<file path="src/rtl/lerr_pkg.sv">
package lerr_pkg;
   function automatic logic [31:0] sat_max(input int w);
      return (32'd1 << w) - 32'd1;
   endfunction
endpackage

</file>
<file path="src/rtl/lerr_sat_cnt.sv">
module lerr_sat_cnt #(
   parameter int W = 8
) (
   input  logic         clk,
   input  logic         rst_n,
   input  logic         clr_i,
   input  logic         inc_i,
   output logic [W-1:0] cnt_o
);
   localparam logic [W-1:0] MAX = W'(lerr_pkg::sat_max(W));

   initial begin
      if (W < 2 || W > 31) $error("lerr_sat_cnt: W out of range");
   end

   logic [W-1:0] cnt_q, cnt_d;

   always_comb begin
      cnt_d = cnt_q;
      if (clr_i)                     cnt_d = inc_i ? W'(1) : '0;
      else if (inc_i && cnt_q != MAX) cnt_d = cnt_q + W'(1);
   end

   always_ff @(posedge clk or negedge rst_n) begin
      if (!rst_n) cnt_q <= '0;
      else        cnt_q <= cnt_d;
   end

   assign cnt_o = cnt_q;

   AST_NO_WRAP: assert property (@(posedge clk) disable iff (!rst_n)
      (cnt_q == MAX && inc_i && !clr_i) |=> cnt_q == MAX);
   AST_CLR_SEEDS: assert property (@(posedge clk) disable iff (!rst_n)
      clr_i |=> cnt_q <= W'(1));
   AST_STEP_ONE: assert property (@(posedge clk) disable iff (!rst_n)
      (inc_i && !clr_i && cnt_q != MAX) |=> cnt_q == $past(cnt_q) + W'(1));
endmodule

</file>
<file path="src/rtl/lerr_edge.sv">
module lerr_edge #(
   parameter bit RISE = 1'b1
) (
   input  logic clk,
   input  logic rst_n,
   input  logic sig_i,
   output logic edge_o
);
   logic sig_q;
   always_ff @(posedge clk or negedge rst_n) begin
      if (!rst_n) sig_q <= 1'b0;
      else        sig_q <= sig_i;
   end

   generate
      if (RISE) begin : g_rise
         assign edge_o = sig_i & ~sig_q;
      end else begin : g_fall
         assign edge_o = ~sig_i & sig_q;
      end
   endgenerate
endmodule

</file>
<file path="src/rtl/lerr_par_flag.sv">
module lerr_par_flag (
   input  logic clk,
   input  logic rst_n,
   input  logic set_i,
   input  logic byp_i,
   input  logic clr_i,
   input  logic vid_rise_i,
   output logic flag_o
);
   logic flag_q, src_q;

   always_ff @(posedge clk or negedge rst_n) begin
      if (!rst_n) begin
         flag_q <= 1'b0;
         src_q  <= 1'b0;
      end else if (clr_i) begin
         flag_q <= set_i;
         src_q  <= set_i & byp_i;
      end else if (set_i) begin
         flag_q <= 1'b1;
         src_q  <= byp_i;
      end else if (vid_rise_i && src_q) begin
         flag_q <= 1'b0;
         src_q  <= 1'b0;
      end
   end

   assign flag_o = flag_q;

   AST_BYP_RELEASE: assert property (@(posedge clk) disable iff (!rst_n)
      (src_q && vid_rise_i && !set_i) |=> !flag_q);
endmodule

</file>
<file path="src/rtl/link_err_ctrl.sv">
module link_err_ctrl #(
   parameter int CNT_W       = 8,
   parameter bit ERR_OUT_REG = 1'b0
) (
   input  logic             clk,
   input  logic             rst_n,
   input  logic             dec_err_i,
   input  logic             par_err_i,
   input  logic             prbs_mis_i,
   input  logic             video_ph_i,
   input  logic             ctrl_ph_i,
   input  logic             bypass_i,
   input  logic             prbs_en_i,
   input  logic             auto_clr_i,
   input  logic             rd_dec_i,
   input  logic             rd_par_i,
   output logic [CNT_W-1:0] dec_cnt_o,
   output logic [CNT_W-1:0] par_cnt_o,
   output logic [CNT_W-1:0] prbs_cnt_o,
   output logic             err_n_o
);
   initial begin
      if (CNT_W < 2 || CNT_W > 31) $error("link_err_ctrl: CNT_W out of range");
   end

   logic cc_end, vid_rise, auto_clr, par_set, err_any;

   lerr_edge #(.RISE(1'b0)) u_cc_edge (
      .clk(clk), .rst_n(rst_n), .sig_i(ctrl_ph_i), .edge_o(cc_end));
   lerr_edge #(.RISE(1'b1)) u_vid_edge (
      .clk(clk), .rst_n(rst_n), .sig_i(video_ph_i), .edge_o(vid_rise));

   assign auto_clr = auto_clr_i & cc_end;
   assign par_set  = par_err_i & ~(bypass_i & ~auto_clr_i);

   lerr_sat_cnt #(.W(CNT_W)) u_dec_cnt (
      .clk(clk), .rst_n(rst_n), .clr_i(rd_dec_i | auto_clr),
      .inc_i(dec_err_i), .cnt_o(dec_cnt_o));
   lerr_sat_cnt #(.W(CNT_W)) u_par_cnt (
      .clk(clk), .rst_n(rst_n), .clr_i(rd_par_i | auto_clr),
      .inc_i(par_err_i), .cnt_o(par_cnt_o));
   lerr_sat_cnt #(.W(CNT_W)) u_prbs_cnt (
      .clk(clk), .rst_n(rst_n), .clr_i(~prbs_en_i),
      .inc_i(prbs_en_i & prbs_mis_i), .cnt_o(prbs_cnt_o));

   logic par_flag;
   lerr_par_flag u_par_flag (
      .clk(clk), .rst_n(rst_n), .set_i(par_set), .byp_i(bypass_i),
      .clr_i(rd_par_i | auto_clr), .vid_rise_i(vid_rise), .flag_o(par_flag));

   assign err_any = (dec_cnt_o != '0) | (prbs_cnt_o != '0) | par_flag;

   generate
      if (ERR_OUT_REG) begin : g_err_reg
         logic err_n_q;
         always_ff @(posedge clk or negedge rst_n) begin
            if (!rst_n) err_n_q <= 1'b1;
            else        err_n_q <= ~err_any;
         end
         assign err_n_o = err_n_q;
      end else begin : g_err_comb
         assign err_n_o = ~err_any;
      end
   endgenerate

   AST_PRBS_OFF_CLEAR: assert property (@(posedge clk) disable iff (!rst_n)
      !prbs_en_i |=> prbs_cnt_o == '0);
   AST_AUTO_KEEPS_PRBS: assert property (@(posedge clk) disable iff (!rst_n)
      (auto_clr && prbs_en_i && !prbs_mis_i) |=> $stable(prbs_cnt_o));
   AST_AUTO_CLEARS: assert property (@(posedge clk) disable iff (!rst_n)
      (auto_clr && !dec_err_i) |=> dec_cnt_o == '0);
   AST_DEC_HOLDS_ERR: assert property (@(posedge clk) disable iff (!rst_n)
      (dec_err_i && !rd_dec_i && !auto_clr) |=> dec_cnt_o != '0);
endmodule

</file>
<file path="config.mk">
export PLATFORM = sky130hd
export DESIGN_NAME = link_err_ctrl
export DESIGN_NICKNAME = d
export VERILOG_FILES = /design/src/rtl/lerr_pkg.sv /design/src/rtl/lerr_sat_cnt.sv /design/src/rtl/lerr_edge.sv /design/src/rtl/lerr_par_flag.sv /design/src/rtl/link_err_ctrl.sv
export SDC_FILE = /design/constraint.sdc
export NUM_CORES = 1
export LEC_CHECK = 0
export BUFFER_PORTS_ARGS = -buffer_cell sky130_fd_sc_hd__buf_2
export CAP_MARGIN = 20
export CORE_UTILIZATION = 52
export DETAILED_ROUTE_END_ITERATION = 10
export GPL_ROUTABILITY_DRIVEN = 0
export PLACE_DENSITY_LB_ADDON = 0.2
export RECOVER_POWER = 50
export REMOVE_ABC_BUFFERS = 1
export SETUP_SLACK_MARGIN = 0.3
export SLEW_MARGIN = 20
export SYNTH_ARGS = -nofsm -noshare
export SYNTH_HDL_FRONTEND = slang
export SYNTH_SLANG_ARGS = --single-unit
</file>
<file path="constraint.sdc">
create_clock -name clk -period 1.8 [get_ports clk]
set_input_delay 0.36 -clock clk [delete_from_list [all_inputs] [get_ports clk]]
set_output_delay 0.36 -clock clk [all_outputs]
set_load 0.05 [all_outputs]
</file>
==> key figures, run 1 <==
STA
  – RSZ-0062 raised after global routing: true
  – Period Utilization, post-route: 114%
  – Crit path time final: 2050 ps
  – Max-slew headroom: less than 1%
  – TNS Setup: -248 ps
  – Final hold vios: 0
  – Max-slew violation count: 0
  – Worst Tran Pin Value: 1500 ps
  – Fmax: 0.488 GHz
  – Final worst slack: -248 ps
  – Clk_skew: 12.5 ps
  – Final setup viols: 1

Route
  – Routed met1 length: between 1500 and 2000 µm
  – Vias: around 1500
  – Routed Wire Length: 4220 µm
  – WL/cell: 17.1 µm
  – Top layer in use: met4
  – Residual DRC: 0
  – Met3 routed WL: 220 µm
  – Drt first-iter violations: ~110
  – Metal2 WL: 2080 µm
  – Routed vias/inst: 6.21
  – Pre-antenna DRT Iters: 4
  – Antenna Violating Nets Remaining: 0

Clocking
  – Skew-Pair Late Insertion Delay: 330 ps
  – Total clock buffers created by CTS: 3
  – CTS Hold Bufs: 0
  – Clk slew on worst S/H paths: about 160 ps
  – H-tree depth: 1
  – Root Driver: clkbuf_4
  – Clock tree sinks: 28
  – CTS tree: done
  – CTS Buffer Depth: 2

Logic synthesis
  – Number of flops mapped to enable cells by yosys: 0
  – Post-synthesis cell count: 158
  – Synthesized area per cell: 9.42 µm²
  – Synthesized area: ~0.0015 mm²
  – Synth unique cells: 35
  – Ys Warns: 0
  – Most used flip-flop cell after synthesis: dfrtp_1
  – Post-synthesis async set-or-reset flop share: 100%
  – Seq/Total Area, Yosys: 47.1%
  – Fraction of post-synthesis cell area in the top cell type by area: 47.1%
  – Largest cells by area after synthesis: dfrtp_1 (47%), nand2_1 (4.5%), ha_1 (4.2%)
  – Seq cells post-synth: 28
  – Cell taking the most area after synthesis: dfrtp_1

Worst setup path
  – WP data arrival: 1690 ps
  – Max incr delay on CP: 410 ps
  – CP max stage cell: dfrtp_1
  – CP Max Fanout: 2
  – Crit path kind: reg2out
  – Setup crit end kind: primary output
  – Critical Path Source Type: flip-flop
  – CP required: around 1400 ps
  – CP cell instances: inv_1, ha_1, nor4b_2, and4_1, buf_6

Power and ir drop
  – Comb pwr share: 22.6%
  – Psw: 0.395 mW
  – Worst vdd ir: between 500 and 600 µV
  – Switch share: 28.3%
  – Leakage dissipation: 0.947 nW
  – PD cells: 646 mW/mm²
  – Reg power frac: 47.9%
  – Clock power share: about 30%
  – Internal power: 1.00 mW
  – Power Total: ~1.4 mW

Final layout
  – Total Nets Final: around 230
  – N_diodes: 0
  – Most frequent cells in the layout: buf_2 (21), dfrtp_1 (18), nand2_1 (17)
  – Share of cells above drive strength 1: approximately 43%
  – Layout Cells excl Fill: 247
  – Area Overhead vs Synth: 45.2%
  – Most common cell after layout, fill and taps aside: buf_2
  – Post-Route Utilization: about four fifths

Placed design
  – Post-DP HPWL: 2460 µm
  – Placed insts: 228
  – Port bufs: 36

Floorplanning
  – Die Span Y: 55.5 µm
  – Die ar.: 0.00308 mm²
  – Initial Util: 54.4%
  – Die Span X: 55.5 µm
  – Core Region: 0.00273 mm²
  – I/O pin total: 37
  – # rows: 19

Global routing
  – Number of global-route vias before repair: 1379
  – Global route overflow: 0
  – Pin count of the biggest net entering global routing: 29
  – Initial antenna violation count: 0
  – Global-route usage over all layers: 23.8%
  – First-pass GRT wire length: 5930 µm

Flow run
  – Max Cap Violations: 1

Worst hold path
  – Min-delay worst type: in2reg

Outcome
  – Status: complete, but fails checks
  – Failing checks: max-capacitance violations, negative setup slack
==> flip-flops by register name (all words and copies together), names as in the netlist <==
register and flops:
u_par_flag.src_q 1, u_vid_edge.sig_q 1, u_par_flag.flag_o 1, u_par_cnt.cnt_o 8, u_prbs_cnt.cnt_o 8, u_dec_cnt.cnt_o 8, u_cc_edge.sig_q 1
==> kinds of logic after synthesis <==
| group | after synthesis | share of synthesized area (%) |
|---|---|---|
| and+or+nand+nor | 69 | 24.9 |
| AOI/OAI and AO/OA | 37 | 16.7 |
| DFF | 28 | 47.1 |
| buffers and inverters | 13 | 3.62 |
| xor gates and xnor gates | 6 | 3.53 |
| adders and majority gates | 5 | 4.21 |
==> critical path, delay by kind of cell, from the launching register on <==
kind	cells	cell delay [ps]
buffers and inverters	2	270
AND/OR/NAND/NOR	2	520
flip-flops	1	410
adder cells (fa/ha/maj)	1	150
==> timing repair <==
action | 4_1_cts | 5_1_grt
pin swaps | 4 | 14
setup buffers | 9 | 6
gates resized for setup | 22 | 57
setup endpoints to repair | 6 | 25
cloned | 0 | 0
endpoints found under the hold margin | 0 | 0
==> worst paths after layout <==
| path | endpoint | slack (ps) | depth (start not counted) | start |
|---|---|---|---|---|
| worst min register to register | u_prbs_cnt.cnt_o[7] | 570 | 1 | u_prbs_cnt.cnt_o[7] |
| worst max-delay path | err_n_o | -250 | 5 | u_prbs_cnt.cnt_o[0] |
| worst max register to register | u_dec_cnt.cnt_o[5] | 130 | 7 | u_dec_cnt.cnt_o[0] |
| max in group asynchronous | u_prbs_cnt.cnt_o[4] | 450 | 1 | rst_n |
| min in group asynchronous | u_prbs_cnt.cnt_o[6] | 360 | 1 | rst_n |
| worst min-delay path | u_cc_edge.sig_q | 130 | 1 | ctrl_ph_i |
==> per-layer routing <==
layer / GRT usage, % / vias up
li1: - / 703
met1: 31.0 / 742
met2: 41.7 / 72
met3: 2.11 / 16
met4: 8.21 / 0
met5: 0 / -
==> synth_stat cells (3+ instances only) <==
master	count
a211oi_1	5
a21oi_1	6
a311oi_1	3
a31oi_1	3
and3_1	3
and4_1	4
dfrtp_1	28
ha_1	5
inv_1	10
nand2_1	18
nand3_1	12
nand4_1	4
nor2_1	9
nor3_1	4
nor4b_1	3
o211ai_1	4
o21ai_0	10
xnor2_1	6
==> power groups by stage <==
stage               clock [mW]  sequential (mW)  combinational (mW)
finish                   0.411            0.669               0.316
floorplan                    0            0.742              0.0798
CTS                      0.417            0.667               0.255
detailed placement           0            0.682               0.221
global route             0.441            0.671               0.339
global placement             0            0.680               0.216
==> layout make-up <==
type / instances / area, µm²
inverter: 10 / 37.5
tap: 31 / 38.8
clock inverter: 1 / 30.0
clock buffer: 3 / 22.5
timing repair buffer: 57 / 435
multi-input combinational: 117 / 882
sequential: 28 / 713
fill: 178 / 574
==> per-stage QoR <==
step | setup slack [ps] | cell area (µm²) | hold WS [ps]
after floorplan | -115 | 1470 | 64.4
after global placement | 148 | 1740 | 406
final | -248 | 2160 | 133
after detailed placement | 130 | 1740 | 409
after global routing | -352 | 2160 | 119
after CTS | -110 | 1950 | 37.1
Note: power is estimated with default switching activity, not from simulation.
==> run 2: changes to the inputs <==
--- a/config.mk
+++ b/config.mk
@@ -5,8 +5,9 @@
 export SDC_FILE = /design/constraint.sdc
 export NUM_CORES = 1
 export LEC_CHECK = 0
-export BUFFER_PORTS_ARGS = -buffer_cell sky130_fd_sc_hd__buf_2
+export BUFFER_PORTS_ARGS = -buffer_cell sky130_fd_sc_hd__buf_4
 export CAP_MARGIN = 20
+export CORE_ASPECT_RATIO = 0.6
 export CORE_UTILIZATION = 52
 export DETAILED_ROUTE_END_ITERATION = 10
 export GPL_ROUTABILITY_DRIVEN = 0
==> constraint.sdc (replaced) <==
create_clock -name clk -period 2.2 [get_ports clk]
set_input_delay 0.44 -clock clk [delete_from_list [all_inputs] [get_ports clk]]
set_output_delay 0.44 -clock clk [all_outputs]
set_load 0.05 [all_outputs]
==> run 2 against run 1 <==
Against the previous run:
- the run ends with design-rule violations left
- combinational power shrank 30%
- power down 16%
- clock skew is 7.7 ps lower
- routed wire length shrank 12%
- largest power group unchanged
- highest routed layer unchanged
==> key figures, run 2 (synthesis gave the netlist of run 1 again) <==
Worst setup path
  – Crit path kind: reg2out (unchanged)
  – Critical Path Source Type: flip-flop (unchanged)
  – CP cell instances: inv_2, ha_4, nor4b_4, and4_1, buf_6 (was inv_1, ha_1, nor4b_2, and4_1, buf_6)
  – CP Buf/Inv Count: 2 (unchanged)
  – Top delay family on crit path: simple AND/OR/NAND/NOR gates (unchanged)
  – Critical R2R Launch: u_dec_cnt.cnt_o[1] (was u_dec_cnt.cnt_o[0])
  – Setup crit end kind: primary output (unchanged)
  – Worst setup endpoint: err_n_o (unchanged)
  – CP Max Fanout: 2 (unchanged)
  – R2R depth: 7 (unchanged)
  – R2R Path End: u_dec_cnt.cnt_o[5] (unchanged)
  – Worst Setup SP: u_dec_cnt.cnt_o[1] (was u_prbs_cnt.cnt_o[0])
  – CP required: 1760 ps (was 1440 ps)
  – Setup slack, reg-to-reg: 410 ps (was 130 ps)
  – Max incr delay on CP: 410 ps (about the same)
  – WP data arrival: 1470 ps (was 1690 ps)
  – Worst path depth: 5 (unchanged)
  – CP max stage cell: dfrtp_1 (unchanged)

Global routing
  – GR met2 Demand/Resource: 41.2% (was 41.7%)
  – Met1 track demand over resource: 32.8% (was 31.0%)
  – Global-route usage over all layers: 24.8% (was 23.8%)
  – Number of global-route vias before repair: 1287 (was 1379)
  – Global route overflow: 0 (unchanged)
  – Routing usage on met3: 5.81% (was 2.11%)
  – Pin count of the biggest net entering global routing: 29 (unchanged)
  – First-pass GRT wire length: 5790 µm (was 5930 µm)
  – Initial antenna violation count: 0 (unchanged)
  – GR peak layer: met2 (unchanged)

Clocking
  – H-tree depth: 1 (unchanged)
  – Clk slew on worst S/H paths: 90 ps (was 160 ps)
  – Root Driver: clkbuf_8 (was clkbuf_4)
  – Total clock buffers created by CTS: 3 (unchanged)
  – CTS Hold Bufs: 0 (unchanged)
  – CTS tree: done (unchanged)
  – Clock tree sinks: 28 (unchanged)
  – Skew-Pair Late Insertion Delay: 280 ps (was 330 ps)
  – CTS Buffer Depth: 2 (unchanged)

STA
  – Final hold vios: 0 (unchanged)
  – Final worst slack: 292 ps (was -248 ps)
  – Worst Tran Pin Value: 1450 ps (was 1500 ps)
  – Period Utilization, post-route: 86.7%
  – Clk_skew: 4.79 ps (was 12.5 ps)
  – TNS Setup: 0 ps (was -248 ps)
  – Max-slew violation count: 0 (unchanged)
  – Final setup viols: 0 (was 1)
  – RSZ-0062 raised after global routing: true (unchanged)
  – Hold Slack: 292 ps (was 133 ps)
  – Max-slew headroom: 3.48% (was 0.0551%)
  – Crit path time final: 1910 ps
  – Fmax: roughly 0.52 GHz

Floorplanning
  – Initial Util: 57.0% (was 54.4%)
  – I/O pin total: 37 (unchanged)
  – Die ar.: 0.00309 mm² (was 0.00308 mm²)
  – Die Span X: 71.1 µm (was 55.5 µm)
  – Die Span Y: 43.4 µm (was 55.5 µm)
  – Core Region: 0.00261 mm² (was 0.00273 mm²)
  – # rows: 14 (was 19)

Route
  – Antenna Violating Nets Remaining: 0 (unchanged)
  – Routed Wire Length: 3730 µm (was 4220 µm)
  – WL/cell: 16.0 µm (was 17.1 µm)
  – Routed vias/inst: 6.25 (was 6.21)
  – Pre-antenna DRT Iters: 7 (was 4)
  – Drt first-iter violations: 168 (was 112)
  – Vias: 1456 (was 1533)
  – Residual DRC: 2 (was 0)

Placed design
  – Placed insts: 223 (was 228)
  – Dpl ws: 408 ps (was 130 ps)
  – Post-DP HPWL: 2590 µm (was 2460 µm)
  – Port bufs: 36 (unchanged)

Outcome
  – Status: complete, but fails checks (unchanged)
  – Failing checks: design-rule violations (was max-capacitance violations, negative setup slack)

Final layout
  – Area Overhead vs Synth: 29.5% (was 45.2%)
  – Total Nets Final: 219 (was 234)
  – N_diodes: 0 (unchanged)
  – Most frequent cells in the layout: buf_4 (32), dfrtp_1 (24), nand2_1 (18) (was buf_2 (21), dfrtp_1 (18), nand2_1 (17))
  – Layout Cells excl Fill: 233 (was 247)
  – Share of cells above drive strength 1: 26.4% (was 42.6%)
  – Most common cell after layout, fill and taps aside: buf_4 (was buf_2)

Power and ir drop
  – Leakage dissipation: 0.852 nW (was 0.947 nW)
  – Worst vdd ir: 325 µV (was 542 µV)
  – PD cells: 609 mW/mm² (was 646 mW/mm²)
  – Power Total: 1.17 mW (was 1.40 mW)

Worst hold path
  – Min-delay worst type: in2reg (unchanged)
  – Hold_sp: ctrl_ph_i (unchanged)

Flow run
  – Max Cap Violations: 0 (was 1)
==> run 2: cell types whose count changed in the layout (fill, tap and decap cells not counted), sizes merged <==
cell	previous run	this run
buf	49	33
clkbuf	11	12
==> run 2: worst reg2reg max path: cells and delay by family (launching register included) <==
family	cells	cell delay, ps
AND/OR/NAND/NOR	3	650
buffers and inverters	2	280
AO/OA/AOI/OAI	1	170
flip-flops	1	410
adder cells (fa/ha/maj)	1	240
==> run 2: final cells by class <==
class                   count  area, µm²
multi-input cells         117        779
flip-flops and latches     28        706
fillers                   199        683
repair buffers             42        293
clock buffers               3       41.3
well taps                  32       40.0
inverters                  10       37.5
clock inverters             1       30.0
==> run 2: how the worst min path moves through the flow <==
stage / to / slack [ps] / cells past startpoint
after floorplan: u_cc_edge.sig_q / 140 / 0
after global placement: u_prbs_cnt.cnt_o[2] / 380 / 1
after detailed placement: u_prbs_cnt.cnt_o[2] / 370 / 1
after CTS: u_prbs_cnt.cnt_o[2] / 60 / 1
after global routing: u_cc_edge.sig_q / 280 / 1
final: u_cc_edge.sig_q / 290 / 1
==> run 2: power by group <==
part / switching, mW / total (mW) / internal [mW]
logic: 0.138 / 0.221 / 0.0831
clock network: 0.159 / 0.403 / 0.244
registers: 0.0171 / 0.550 / 0.533
total: 0.314 / 1.17 / 0.860
==> run 2: metal layers <==
metal	wire length (µm)	vias to the layer above
li1	-	670
met1	1680	711
met2	1770	67
met3	226	8
met4	58	0
met5	0	-
==> run 2: repair_timing <==
action,CTS,global route
resized for setup,9,7
buffers inserted,5,1
setup endpoints to repair,1,1
pin swaps,2,2
==> run 2: per-stage QoR <==
step	utilization, %	cell area, µm²
after detailed placement	68.3	1780
after global placement	68.3	1780
final	73.8	1930
after floorplan	-	1470
after CTS	73.6	1920
after global routing	73.8	1930
==> run 3: changes to the inputs <==
--- a/config.mk
+++ b/config.mk
@@ -5,10 +5,11 @@
 export SDC_FILE = /design/constraint.sdc
 export NUM_CORES = 1
 export LEC_CHECK = 0
+export ABC_AREA = 1
 export BUFFER_PORTS_ARGS = -buffer_cell sky130_fd_sc_hd__buf_4
 export CAP_MARGIN = 20
 export CORE_ASPECT_RATIO = 0.6
-export CORE_UTILIZATION = 52
+export CORE_UTILIZATION = 54
 export DETAILED_ROUTE_END_ITERATION = 10
 export GPL_ROUTABILITY_DRIVEN = 0
 export PLACE_DENSITY_LB_ADDON = 0.2
==> run 3 against run 2 <==
Against the previous run:
- the run ends with max-capacitance violations, max-slew violations left
- first-iteration DRC count fell by 21%
- die area rose by 12%
- global-route usage barely moved
- count of clock-buffer cells in the layout rose by 1
- via count rose by 17%
- critical path depth rose by 1
- sequential share of layout area fell by 4.2 points
- non-clock buffer count rose by 1
- largest cell class unchanged
==> key figures, run 3 <==
Route
  – WL/cell: 12.3 µm (was 16.0 µm)
  – Pre-antenna DRT Iters: 4 (was 7)
  – Drt first-iter violations: 132 (was 168)
  – Vias: 1706 (was 1456)
  – Antenna Violating Nets Remaining: 0 (unchanged)
  – Routed Wire Length: 4040 µm (was 3730 µm)
  – Routed vias/inst: 5.20 (was 6.25)
  – Residual DRC: 0 (was 2)

STA
  – Final setup viols: 0 (unchanged)
  – Max-slew violation count: 29 (was 0)
  – Period Utilization, post-route: 84.1% (was 86.7%)
  – Clk_skew: 2.34 ps (was 4.79 ps)
  – RSZ-0062 raised after global routing: true (unchanged)
  – Final hold vios: 0 (unchanged)
  – Max-slew headroom: -1.24% (was 3.48%)
  – Worst Tran Pin Value: 1520 ps (was 1450 ps)
  – Final worst slack: 350 ps (was 292 ps)
  – Fmax: 0.541 GHz (was 0.524 GHz)
  – Hold Slack: 303 ps (was 292 ps)
  – Crit path time final: 1850 ps (was 1910 ps)

Logic synthesis
  – Post-synthesis compound-gate area fraction: 4.82% (was 16.7%)
  – Post-synthesis cell count: 241 (was 158)
  – Synthesized area: 0.00174 mm² (was 0.00149 mm²)
  – Top-count cell post-synth: nand2_1 (was dfrtp_1)
  – Seq cells post-synth: 28 (unchanged)
  – Synth Area in Adders: 3.60% (was 4.21%)
  – Synth unique cells: 28 (was 35)
  – Largest cells by area after synthesis: dfrtp_1 (40%), nand2_1 (15%), nand3_1 (10%) (was dfrtp_1 (47%), nand2_1 (4.5%), ha_1 (4.2%))
  – Synth top cells by count: nand2_1 (71), nand3_1 (35), inv_1 (29) (was dfrtp_1 (28), nand2_1 (18), nand3_1 (12))
  – Seq/Total Area, Yosys: 40.3% (was 47.1%)
  – Post-synthesis async set-or-reset flop share: 100% (unchanged)
  – Main combinational cell family by area after synthesis: simple AND/OR/NAND/NOR gates (unchanged)
  – XOR/XNOR Fraction of Synth Area: 4.03% (was 3.53%)
  – Most used flip-flop cell after synthesis: dfrtp_1 (unchanged)
  – Simple logic cell fraction of the synthesized area: 39.3% (was 24.9%)
  – Proportion of synthesized area in mux cells: 0% (unchanged)
  – Number of flops mapped to enable cells by yosys: 0 (unchanged)
  – Ys Warns: 0 (unchanged)
  – Synthesized area per cell: 7.21 µm² (was 9.42 µm²)
  – Fraction of post-synthesis cell area in the top cell type by area: 40.3% (was 47.1%)
  – Cell taking the most area after synthesis: dfrtp_1 (unchanged)

Floorplanning
  – Die Span X: 75.2 µm (was 71.1 µm)
  – Die ar.: 0.00346 mm² (was 0.00309 mm²)
  – Initial Util: 58.6% (was 57.0%)
  – I/O pin total: 37 (unchanged)
  – Die Span Y: 45.9 µm (was 43.4 µm)
  – Core Region: 0.00297 mm² (was 0.00261 mm²)
  – # rows: 15 (was 14)

Placed design
  – Dpl ws: 475 ps (was 408 ps)
  – Port bufs: 36 (unchanged)
  – Post-DP HPWL: 3030 µm (was 2590 µm)
  – Placed insts: 319 (was 223)

Flow run
  – Max Cap Violations: 1 (was 0)

Final layout
  – Most frequent cells in the layout: nand2_1 (72), nand3_1 (35), buf_4 (31) (was buf_4 (32), dfrtp_1 (24), nand2_1 (18))
  – Share of cells above drive strength 1: 21.3% (was 26.4%)
  – Post-Route Utilization: 72.9% (was 73.8%)
  – Most common cell after layout, fill and taps aside: nand2_1 (was buf_4)
  – N_diodes: 0 (unchanged)
  – Area Overhead vs Synth: 24.4% (was 29.5%)
  – Total Nets Final: 304 (was 219)
  – Layout Cells excl Fill: 328 (was 233)

Outcome
  – Failing checks: max-capacitance violations, max-slew violations (was design-rule violations)
  – Status: complete, but fails checks (unchanged)

Power and ir drop
  – Internal power: 0.791 mW (was 0.860 mW)
  – Comb pwr share: 24.1% (was 18.8%)
  – Psw: 0.366 mW (was 0.314 mW)
  – Clock power share: 27.0% (was 34.3%)
  – Power Total: 1.16 mW (was 1.17 mW)
  – Worst vdd ir: 397 µV (was 325 µV)
  – Reg power frac: 48.8% (was 46.9%)
  – Switch share: 31.6% (was 26.7%)
  – Leakage dissipation: 1.16 nW (was 0.852 nW)
  – PD cells: 535 mW/mm² (was 609 mW/mm²)

Global routing
  – Pin count of the biggest net entering global routing: 29 (unchanged)
  – Global route overflow: 0 (unchanged)
  – First-pass GRT wire length: 6200 µm (was 5790 µm)
  – Number of global-route vias before repair: 1332 (was 1287)
  – Global-route usage over all layers: 24.8% (about the same)
  – Initial antenna violation count: 0 (unchanged)

Clocking
  – H-tree depth: 1 (unchanged)
  – Clock tree sinks: 28 (unchanged)
  – CTS Hold Bufs: 0 (unchanged)
  – Skew-Pair Late Insertion Delay: 270 ps (was 280 ps)
  – Clk slew on worst S/H paths: 90 ps (about the same)
  – Total clock buffers created by CTS: 3 (unchanged)
  – Root Driver: clkbuf_8 (unchanged)
  – CTS Buffer Depth: 2 (unchanged)
  – CTS tree: done (unchanged)

Worst setup path
  – CP Max Fanout: 3 (was 2)
  – Setup crit end kind: primary output (unchanged)
  – Critical Path Source Type: flip-flop (unchanged)
  – CP required: 1760 ps (about the same)
  – Crit path kind: reg2out (unchanged)
  – WP data arrival: 1410 ps (was 1470 ps)

Worst hold path
  – Min-delay worst type: in2reg (unchanged)
==> run 3: worst max-delay path: stages (launching register included) <==
cell	delay, ps
dfrtp_1	400
inv_2	90
ha_4	120
nor4b_4	160
nand2_1	100
nor2_2	100
buf_6	160
==> run 3: cell families after synthesis <==
kind of cell	Yosys count
and+or+nand+nor	152
xor gates and xnor gates	8
DFF	28
buffers and inverters	34
AOI/OAI and AO/OA	14
adders and majority gates	5
==> run 3: layout make-up <==
| type | instances | area [µm²] |
|---|---|---|
| timing repair buffer | 43 | 293 |
| clock buffer | 4 | 55.1 |
| tap | 42 | 52.6 |
| multi-input combinational | 179 | 935 |
| sequential | 28 | 702 |
| fill | 266 | 803 |
| inverter | 32 | 125 |
==> run 3: path summary, 6_finish.rpt <==
check                                          from                   to  slack, ps  depth (start not counted)
worst max register to register  u_prbs_cnt.cnt_o[0]  u_prbs_cnt.cnt_o[1]        670                         10
worst max-delay path            u_prbs_cnt.cnt_o[0]              err_n_o        350                          6
worst min register to register    u_par_flag.flag_o    u_par_flag.flag_o        480                          2
min in group asynchronous                     rst_n   u_dec_cnt.cnt_o[5]        520                          1
max in group asynchronous                     rst_n   u_dec_cnt.cnt_o[4]        700                          1
worst min-delay path                      ctrl_ph_i      u_cc_edge.sig_q        300                          1
==> run 3: power groups by stage <==
stage | clock network (mW) | logic, mW | registers [mW]
2_1_floorplan | 0 | 0.0956 | 0.640
3_3_place_gp | 0 | 0.254 | 0.575
3_5_place_dp | 0 | 0.260 | 0.576
4_1_cts | 0.325 | 0.276 | 0.562
5_1_grt | 0.344 | 0.306 | 0.568
6_report | 0.313 | 0.279 | 0.565
==> run 3: metrics by stage <==
stage | TNS, ps | area, µm²
floorplan | -51.5 | 1730
detailed placement | 0 | 2060
finish | 0 | 2160
CTS | 0 | 2170
global route | 0 | 2160
global placement | 0 | 2060
==> run 3: routing by layer <==
layer	global-route usage (%)	wire (µm)	share of wire [%]	vias up
li1	-	-	-	861
met1	37.8	1990	49	765
met2	35.9	1720	43	76
met3	5.53	300	7.4	4
met4	5.56	29	0.72	0
met5	0	0	0	-
==> run 3: repair_timing <==
item	in CTS	in global routing
pin swaps	3	4
gates resized for setup	6	5
endpoints found under the setup margin	1	1
buffers inserted	4	1
